$ cat config.mk
export PLATFORM = sky130hd
export DESIGN_NAME = alu_dualflag
export DESIGN_NICKNAME = d
export VERILOG_FILES = /design/src/rtl/alu_pkg.sv /design/src/rtl/alu_adder.sv /design/src/rtl/alu_logic.sv /design/src/rtl/alu_shifter.sv /design/src/rtl/alu_dualflag.sv
export SDC_FILE = /design/constraint.sdc
export NUM_CORES = 1
export LEC_CHECK = 0
export BUFFER_PORTS_ARGS = -buffer_cell sky130_fd_sc_hd__buf_2
export CORE_MARGIN = 2
export CORE_UTILIZATION = 35
export DETAILED_ROUTE_END_ITERATION = 16
export GPL_TIMING_DRIVEN = 1
export SYNTH_ARGS = -nofsm -noshare
export SYNTH_HDL_FRONTEND = slang
export SYNTH_SLANG_ARGS = --single-unit
$ cat constraint.sdc
create_clock -name vclk -period 21.4
set_input_delay 2.14 -clock vclk [all_inputs]
set_output_delay 2.14 -clock vclk [all_outputs]
set_load 0.01 [all_outputs]
$ cat src/rtl/alu_pkg.sv
package alu_pkg;

  typedef enum logic [2:0] {
    CLS_ADD   = 3'd0,
    CLS_SUB   = 3'd1,
    CLS_LOGIC = 3'd2,
    CLS_TADD  = 3'd3,
    CLS_TSUB  = 3'd4,
    CLS_SHIFT = 3'd5,
    CLS_UPPER = 3'd6,
    CLS_NONE  = 3'd7
  } alu_class_e;

  typedef struct packed {
    logic n;
    logic z;
    logic v;
    logic c;
  } cc_t;

endpackage

$ cat src/rtl/alu_adder.sv
module alu_adder #(
  parameter int XLEN = 64
) (
  input  logic [XLEN-1:0] a,
  input  logic [XLEN-1:0] b,
  input  logic            cin,
  output logic [XLEN-1:0] sum,
  output logic            c_lo,
  output logic            c_hi,
  output logic            v_lo,
  output logic            v_hi
);
  localparam int HALF = XLEN / 2;

  logic [HALF:0] lo_sum;
  logic [HALF:0] hi_sum;

  always_comb begin
    lo_sum = {1'b0, a[HALF-1:0]} + {1'b0, b[HALF-1:0]} + {{HALF{1'b0}}, cin};
    hi_sum = {1'b0, a[XLEN-1:HALF]} + {1'b0, b[XLEN-1:HALF]} + {{HALF{1'b0}}, lo_sum[HALF]};
    sum    = {hi_sum[HALF-1:0], lo_sum[HALF-1:0]};
    c_lo   = lo_sum[HALF];
    c_hi   = hi_sum[HALF];
    v_lo   = (a[HALF-1] == b[HALF-1]) && (sum[HALF-1] != a[HALF-1]);
    v_hi   = (a[XLEN-1] == b[XLEN-1]) && (sum[XLEN-1] != a[XLEN-1]);
  end

  // split carry chain equals one full-width addition
  always_comb begin
    p_split_sum_r2: assert ({c_hi, sum} == ({1'b0, a} + {1'b0, b} + {{XLEN{1'b0}}, cin}))
      else $error("split adder mismatch");
  end

endmodule

$ cat src/rtl/alu_logic.sv
module alu_logic #(
  parameter int XLEN = 64
) (
  input  logic [XLEN-1:0] a,
  input  logic [XLEN-1:0] b,
  input  logic [1:0]      func,
  output logic [XLEN-1:0] y
);
  always_comb begin
    unique case (func)
      2'd1:    y = a | b;
      2'd2:    y = a ^ b;
      default: y = a & b;
    endcase
  end
endmodule

$ cat src/rtl/alu_shifter.sv
module alu_shifter #(
  parameter int XLEN = 64
) (
  input  logic [XLEN-1:0]         a,
  input  logic [$clog2(XLEN)-1:0] cnt_raw,
  input  logic [1:0]              kind,
  input  logic                    wide,
  output logic [XLEN-1:0]         y
);
  localparam int HALF  = XLEN / 2;
  localparam int CW    = $clog2(XLEN);
  localparam int CW_LO = $clog2(HALF);

  logic [CW-1:0]   cnt;
  logic [HALF-1:0] lo_srl;
  logic [HALF-1:0] lo_sra;

  always_comb begin
    cnt    = wide ? cnt_raw : {1'b0, cnt_raw[CW_LO-1:0]};
    lo_srl = a[HALF-1:0] >> cnt[CW_LO-1:0];
    lo_sra = HALF'($signed(a[HALF-1:0]) >>> cnt[CW_LO-1:0]);
    unique case (kind)
      2'd1:    y = wide ? (a >> cnt) : {{HALF{1'b0}}, lo_srl};
      2'd2:    y = wide ? XLEN'($signed(a) >>> cnt) : {{HALF{lo_sra[HALF-1]}}, lo_sra};
      default: y = a << cnt;
    endcase
  end

  // narrow logical right shift leaves the upper word clear
  always_comb begin
    p_srl_narrow_upper_r8: assert (!(kind == 2'd1 && !wide) || y[XLEN-1:HALF] == '0)
      else $error("narrow logical shift upper word not clear");
  end

endmodule

$ cat src/rtl/alu_dualflag.sv
module alu_dualflag
  import alu_pkg::*;
#(
  parameter int XLEN      = 64,
  parameter int IMM_W     = 13,
  parameter int UPPER_W   = 22,
  parameter int UPPER_LSB = 10
) (
  input  logic [2:0]               op_class,
  input  logic [2:0]               op_mod,
  input  logic                     use_imm,
  input  logic                     set_flags,
  input  logic                     carry_in,
  input  logic [XLEN-1:0]          rs1,
  input  logic [XLEN-1:0]          rs2,
  input  logic [UPPER_W-1:0]       imm,
  output logic [XLEN-1:0]          result,
  output logic [3:0]               icc,
  output logic [3:0]               xcc,
  output logic                     flags_we,
  output logic                     tag_trap
);
  localparam int HALF   = XLEN / 2;
  localparam int CW     = $clog2(XLEN);
  localparam int UP_TOP = UPPER_LSB + UPPER_W;

  alu_class_e cls;
  logic [XLEN-1:0] op2;
  logic [XLEN-1:0] op2_eff;
  logic            is_arith;
  logic            is_sub;
  logic            is_tag;
  logic            add_cin;
  logic            tag_bad;
  logic            tag_ovf;

  logic [XLEN-1:0] sum;
  logic            c_lo, c_hi, v_lo, v_hi;
  logic [XLEN-1:0] logic_y;
  logic [XLEN-1:0] shift_y;
  logic [XLEN-1:0] upper_y;
  cc_t             lo_cc, hi_cc;

  always_comb begin
    cls      = alu_class_e'(op_class);
    op2      = use_imm ? {{(XLEN-IMM_W){imm[IMM_W-1]}}, imm[IMM_W-1:0]} : rs2;
    is_sub   = (cls == CLS_SUB) || (cls == CLS_TSUB);
    is_tag   = (cls == CLS_TADD) || (cls == CLS_TSUB);
    is_arith = (cls == CLS_ADD) || is_sub || is_tag;
    op2_eff  = (is_sub || (cls == CLS_LOGIC && op_mod[2])) ? ~op2 : op2;
    unique case (cls)
      CLS_ADD: add_cin = op_mod[0] & carry_in;
      CLS_SUB: add_cin = op_mod[0] ? ~carry_in : 1'b1;
      CLS_TSUB: add_cin = 1'b1;
      default: add_cin = 1'b0;
    endcase
    upper_y = '0;
    upper_y[UP_TOP-1:UPPER_LSB] = imm;
  end

  alu_adder #(.XLEN(XLEN)) u_adder (
    .a(rs1), .b(op2_eff), .cin(add_cin),
    .sum(sum), .c_lo(c_lo), .c_hi(c_hi), .v_lo(v_lo), .v_hi(v_hi)
  );

  alu_logic #(.XLEN(XLEN)) u_logic (
    .a(rs1), .b(op2_eff), .func(op_mod[1:0]), .y(logic_y)
  );

  alu_shifter #(.XLEN(XLEN)) u_shift (
    .a(rs1), .cnt_raw(op2[CW-1:0]), .kind(op_mod[1:0]), .wide(op_mod[2]), .y(shift_y)
  );

  always_comb begin
    unique case (cls)
      CLS_ADD, CLS_SUB, CLS_TADD, CLS_TSUB: result = sum;
      CLS_LOGIC: result = logic_y;
      CLS_SHIFT: result = shift_y;
      CLS_UPPER: result = upper_y;
      default:   result = '0;
    endcase
  end

  always_comb begin
    tag_bad  = (rs1[1:0] != 2'b00) || (op2[1:0] != 2'b00);
    tag_ovf  = is_tag && (tag_bad || v_lo);
    tag_trap = tag_ovf && op_mod[0];
    flags_we = set_flags && (is_arith || cls == CLS_LOGIC);

    lo_cc.n = result[HALF-1];
    lo_cc.z = (result[HALF-1:0] == '0);
    lo_cc.v = is_tag ? tag_ovf : (is_arith && v_lo);
    lo_cc.c = is_arith && c_lo;
    hi_cc.n = result[XLEN-1];
    hi_cc.z = (result == '0);
    hi_cc.v = is_arith && v_hi;
    hi_cc.c = is_arith && c_hi;

    icc = flags_we ? lo_cc : 4'b0000;
    xcc = flags_we ? hi_cc : 4'b0000;
  end

  // Port-level consistency checks
  always_comb begin
    p_logic_vc_clear_r5: assert (!(flags_we && cls == CLS_LOGIC) || (icc[1:0] == 2'b00 && xcc[1:0] == 2'b00))
      else $error("logic op reported V or C");
    p_zero_flags_r4: assert (!flags_we || (icc[2] == (result[HALF-1:0] == '0) && xcc[2] == (result == '0)))
      else $error("Z flag disagrees with result");
    p_flags_gated_r10: assert (flags_we || (icc == 4'b0000 && xcc == 4'b0000))
      else $error("flags visible while not written");
    p_trap_source_r7: assert (!tag_trap || (is_tag && op_mod[0]))
      else $error("trap from non-trapping op");
    p_upper_low_clear_r9: assert (cls != CLS_UPPER || (result[UPPER_LSB-1:0] == '0 && result[XLEN-1:UP_TOP] == '0))
      else $error("upper immediate spill");
  end

endmodule

==> metrics.md <==
| Metric | Value |
|---|---|
| Outcome | `complete, no violations` |
| Hpwl dp | `92300 um` |
| CP max stage cell | `o21ai_4` |
| Cell count after synthesis | `2648` |
| 1st-pass router iterations | `6` |
| Final WL | `122000 um` |
| Commonest cells post-synth | `297 x nand2_1, 243 x a21oi_1, 197 x o21ai_0` |
| Largest net degree at the start of global routing | `112` |
| Setup TNS | `0 ps` |
| Routed wl met2 | `50100 um` |
| Crit path capture type | `output pin` |
| Final setup fails | `0` |
| Crit path top cell by count | `a21o_1` |
| Hold_buf cts | `0` |
| Reg area | `0 um^2` |
| Synth unique cells | `85` |
| Setup Fix Bufs, Post-CTS | `0` |
| Worst EP required | `19260 ps` |
| Highest Signal Layer | `met5` |
| Syn avg cell area | `7.12 um^2` |
| Yosys top cell area share | `14.3%` |
| Nets@finish | `3009` |
| Crit Path Class | `primary input to output pin` |
| Post-CTS Resized | `0` |
| Largest area contributor in the netlist | `mux4_2` |
| Sequential area share after synthesis | `0%` |
| Initial core utilization | `35.2%` |
| Count of final max-slew check failures | `0` |
| Fill cells | `5725` |
| Actual slew at the worst max-slew pin | `1350 ps` |
| Syn_nets | `2941` |
| Area occupied by multi-input gates | `17300 um^2` |
| Share of cells above drive strength 1 | `17.7%` |
| Part of the cycle the worst path needs | `63.8%` |
| Worst Hold Class | `primary input to output pin` |
| Setup crit start kind | `primary input` |
| I/O pin total | `233` |
| Post-route ant nets | `0` |
| DIE WIDTH | `236 um` |
| Global-route wire length before repair | `173000 um` |
| Vias in the first global route | `23287` |
| Core box area | `53500 um^2` |
| Initial antenna violation count | `15` |
| FF+latch count | `0` |
| Die ar. | `55700 um^2` |
| Number of max-cap violations | `0` |
| Synth warn | `0` |
| Cell with the most instances after synthesis | `nand2_1` |
| # clk buffers | `0` |
| Total track usage | `41.8%` |
| DRT met1 WL | `46800 um` |
| Area growth syn-to-layout | `9.11%` |
| Die extent in y | `236 um` |
| Vias/cell | `7.29` |
| Slew margin rel. | `8.54%` |
| Post-route DRC violation count | `0` |
| GPL Wtd Cong | `1.05` |
| Row cnt | `85` |
| Hold Vio Cnt, Final | `0` |
| Via count | `24911` |
| Largest cells by area after synthesis | `mux4_2 14%, mux2i_1 8.9%, ha_1 8.6%, a21oi_1 6.5%, nand2_1 5.9%` |
| RSZ-0062 raised after global routing | `false` |
| DR iter-0 viols | `4199` |
| Fmax | `73.3 MHz` |
| Routed len/inst | `35.6 um` |
| Total gr overflow | `0` |
| Post-Synthesis Cell Area | `18800 um^2` |
| Period minus WS final | `13650 ps` |
| PortBufs | `233` |
| WL met3 | `17500 um` |
| Worst EP arrival | `11510 ps` |
| CP max stage delay | `690 ps` |
| Critical Path Fanout Max | `20` |
## final timing paths
path,cells after the start,start,slack (ps),endpoint
max,33,op_mod[2],7750,xcc[2]
min,3,set_flags,4680,icc[1]
## cell type report
cell class / count / share of cell area, %
Antenna cell: 8 / 0.0973
Inverter: 159 / 2.90
Multi-Input combinational cell: 2248 / 84.3
Tap cell: 696 / 4.23
Timing Repair Buffer: 307 / 8.48
## placed cells by master (no fill, tap or decap), types with 12 or more instances in the layout
| master | instances |
|---|---|
| mux2i_4 | 14 |
| a211oi_1 | 34 |
| o21a_1 | 18 |
| o211a_1 | 12 |
| nor2_1 | 155 |
| xor2_1 | 76 |
| o221ai_1 | 33 |
| ha_1 | 129 |
| mux4_2 | 120 |
| buf_4 | 71 |
| nand2b_1 | 20 |
| inv_1 | 155 |
| nand4_1 | 15 |
| nand2_1 | 297 |
| nor3_1 | 52 |
| a211o_1 | 22 |
| a22oi_1 | 38 |
| o31ai_1 | 20 |
| a21o_1 | 31 |
| nor4_1 | 13 |
| a221oi_1 | 32 |
| o22ai_1 | 47 |
| buf_2 | 234 |
| xnor2_1 | 34 |
| a31oi_1 | 45 |
| nand3_1 | 64 |
| a21oi_1 | 242 |
| and3_1 | 12 |
| o21ai_0 | 196 |
| a2bb2oi_1 | 33 |
| mux2i_1 | 165 |
| o211ai_1 | 86 |
## metal layers
metal	GRT usage, %	vias up
met4	18.9	16
met1	56.0	11992
li1	-	10279
met5	0	-
met2	61.8	2170
met3	12.3	454
## worst max-delay path: cells and delay by family
| kind | cells | cell delay (ps) |
|---|---|---|
| simple gates | 5 | 1530 |
| xor+xnor | 1 | 260 |
| fa+ha+maj | 3 | 1390 |
| mux | 2 | 280 |
| compound gates | 19 | 5370 |
| buf+inv | 3 | 470 |
## metrics by stage
| stage | util, % | hold slack, ps | area, um^2 | instances | worst slack, ps |
|---|---|---|---|---|---|
| global route | 38.4 | 4680 | 20500 | 3411 | 7270 |
| global placement | 38.4 | 4660 | 20500 | 3409 | 8090 |
| CTS | 38.4 | 4670 | 20500 | 3409 | 7890 |
| finish | 38.4 | 4680 | 20600 | 3418 | 7750 |
| floorplan | - | 4410 | 18800 | 2648 | 8540 |
| detailed placement | 38.4 | 4670 | 20500 | 3409 | 7920 |
## cells by family (layout without fill, tap and decap cells)
logic type	after synthesis	count (layout)	share of synthesized area (%)
xor+xnor	110	110	5.11
simple gates	682	682	16.0
fa+ha+maj	134	134	9.05
buf+inv	400	466	8.68
other cells	0	8	0
compound gates	1008	1008	35.5
mux	314	314	25.7
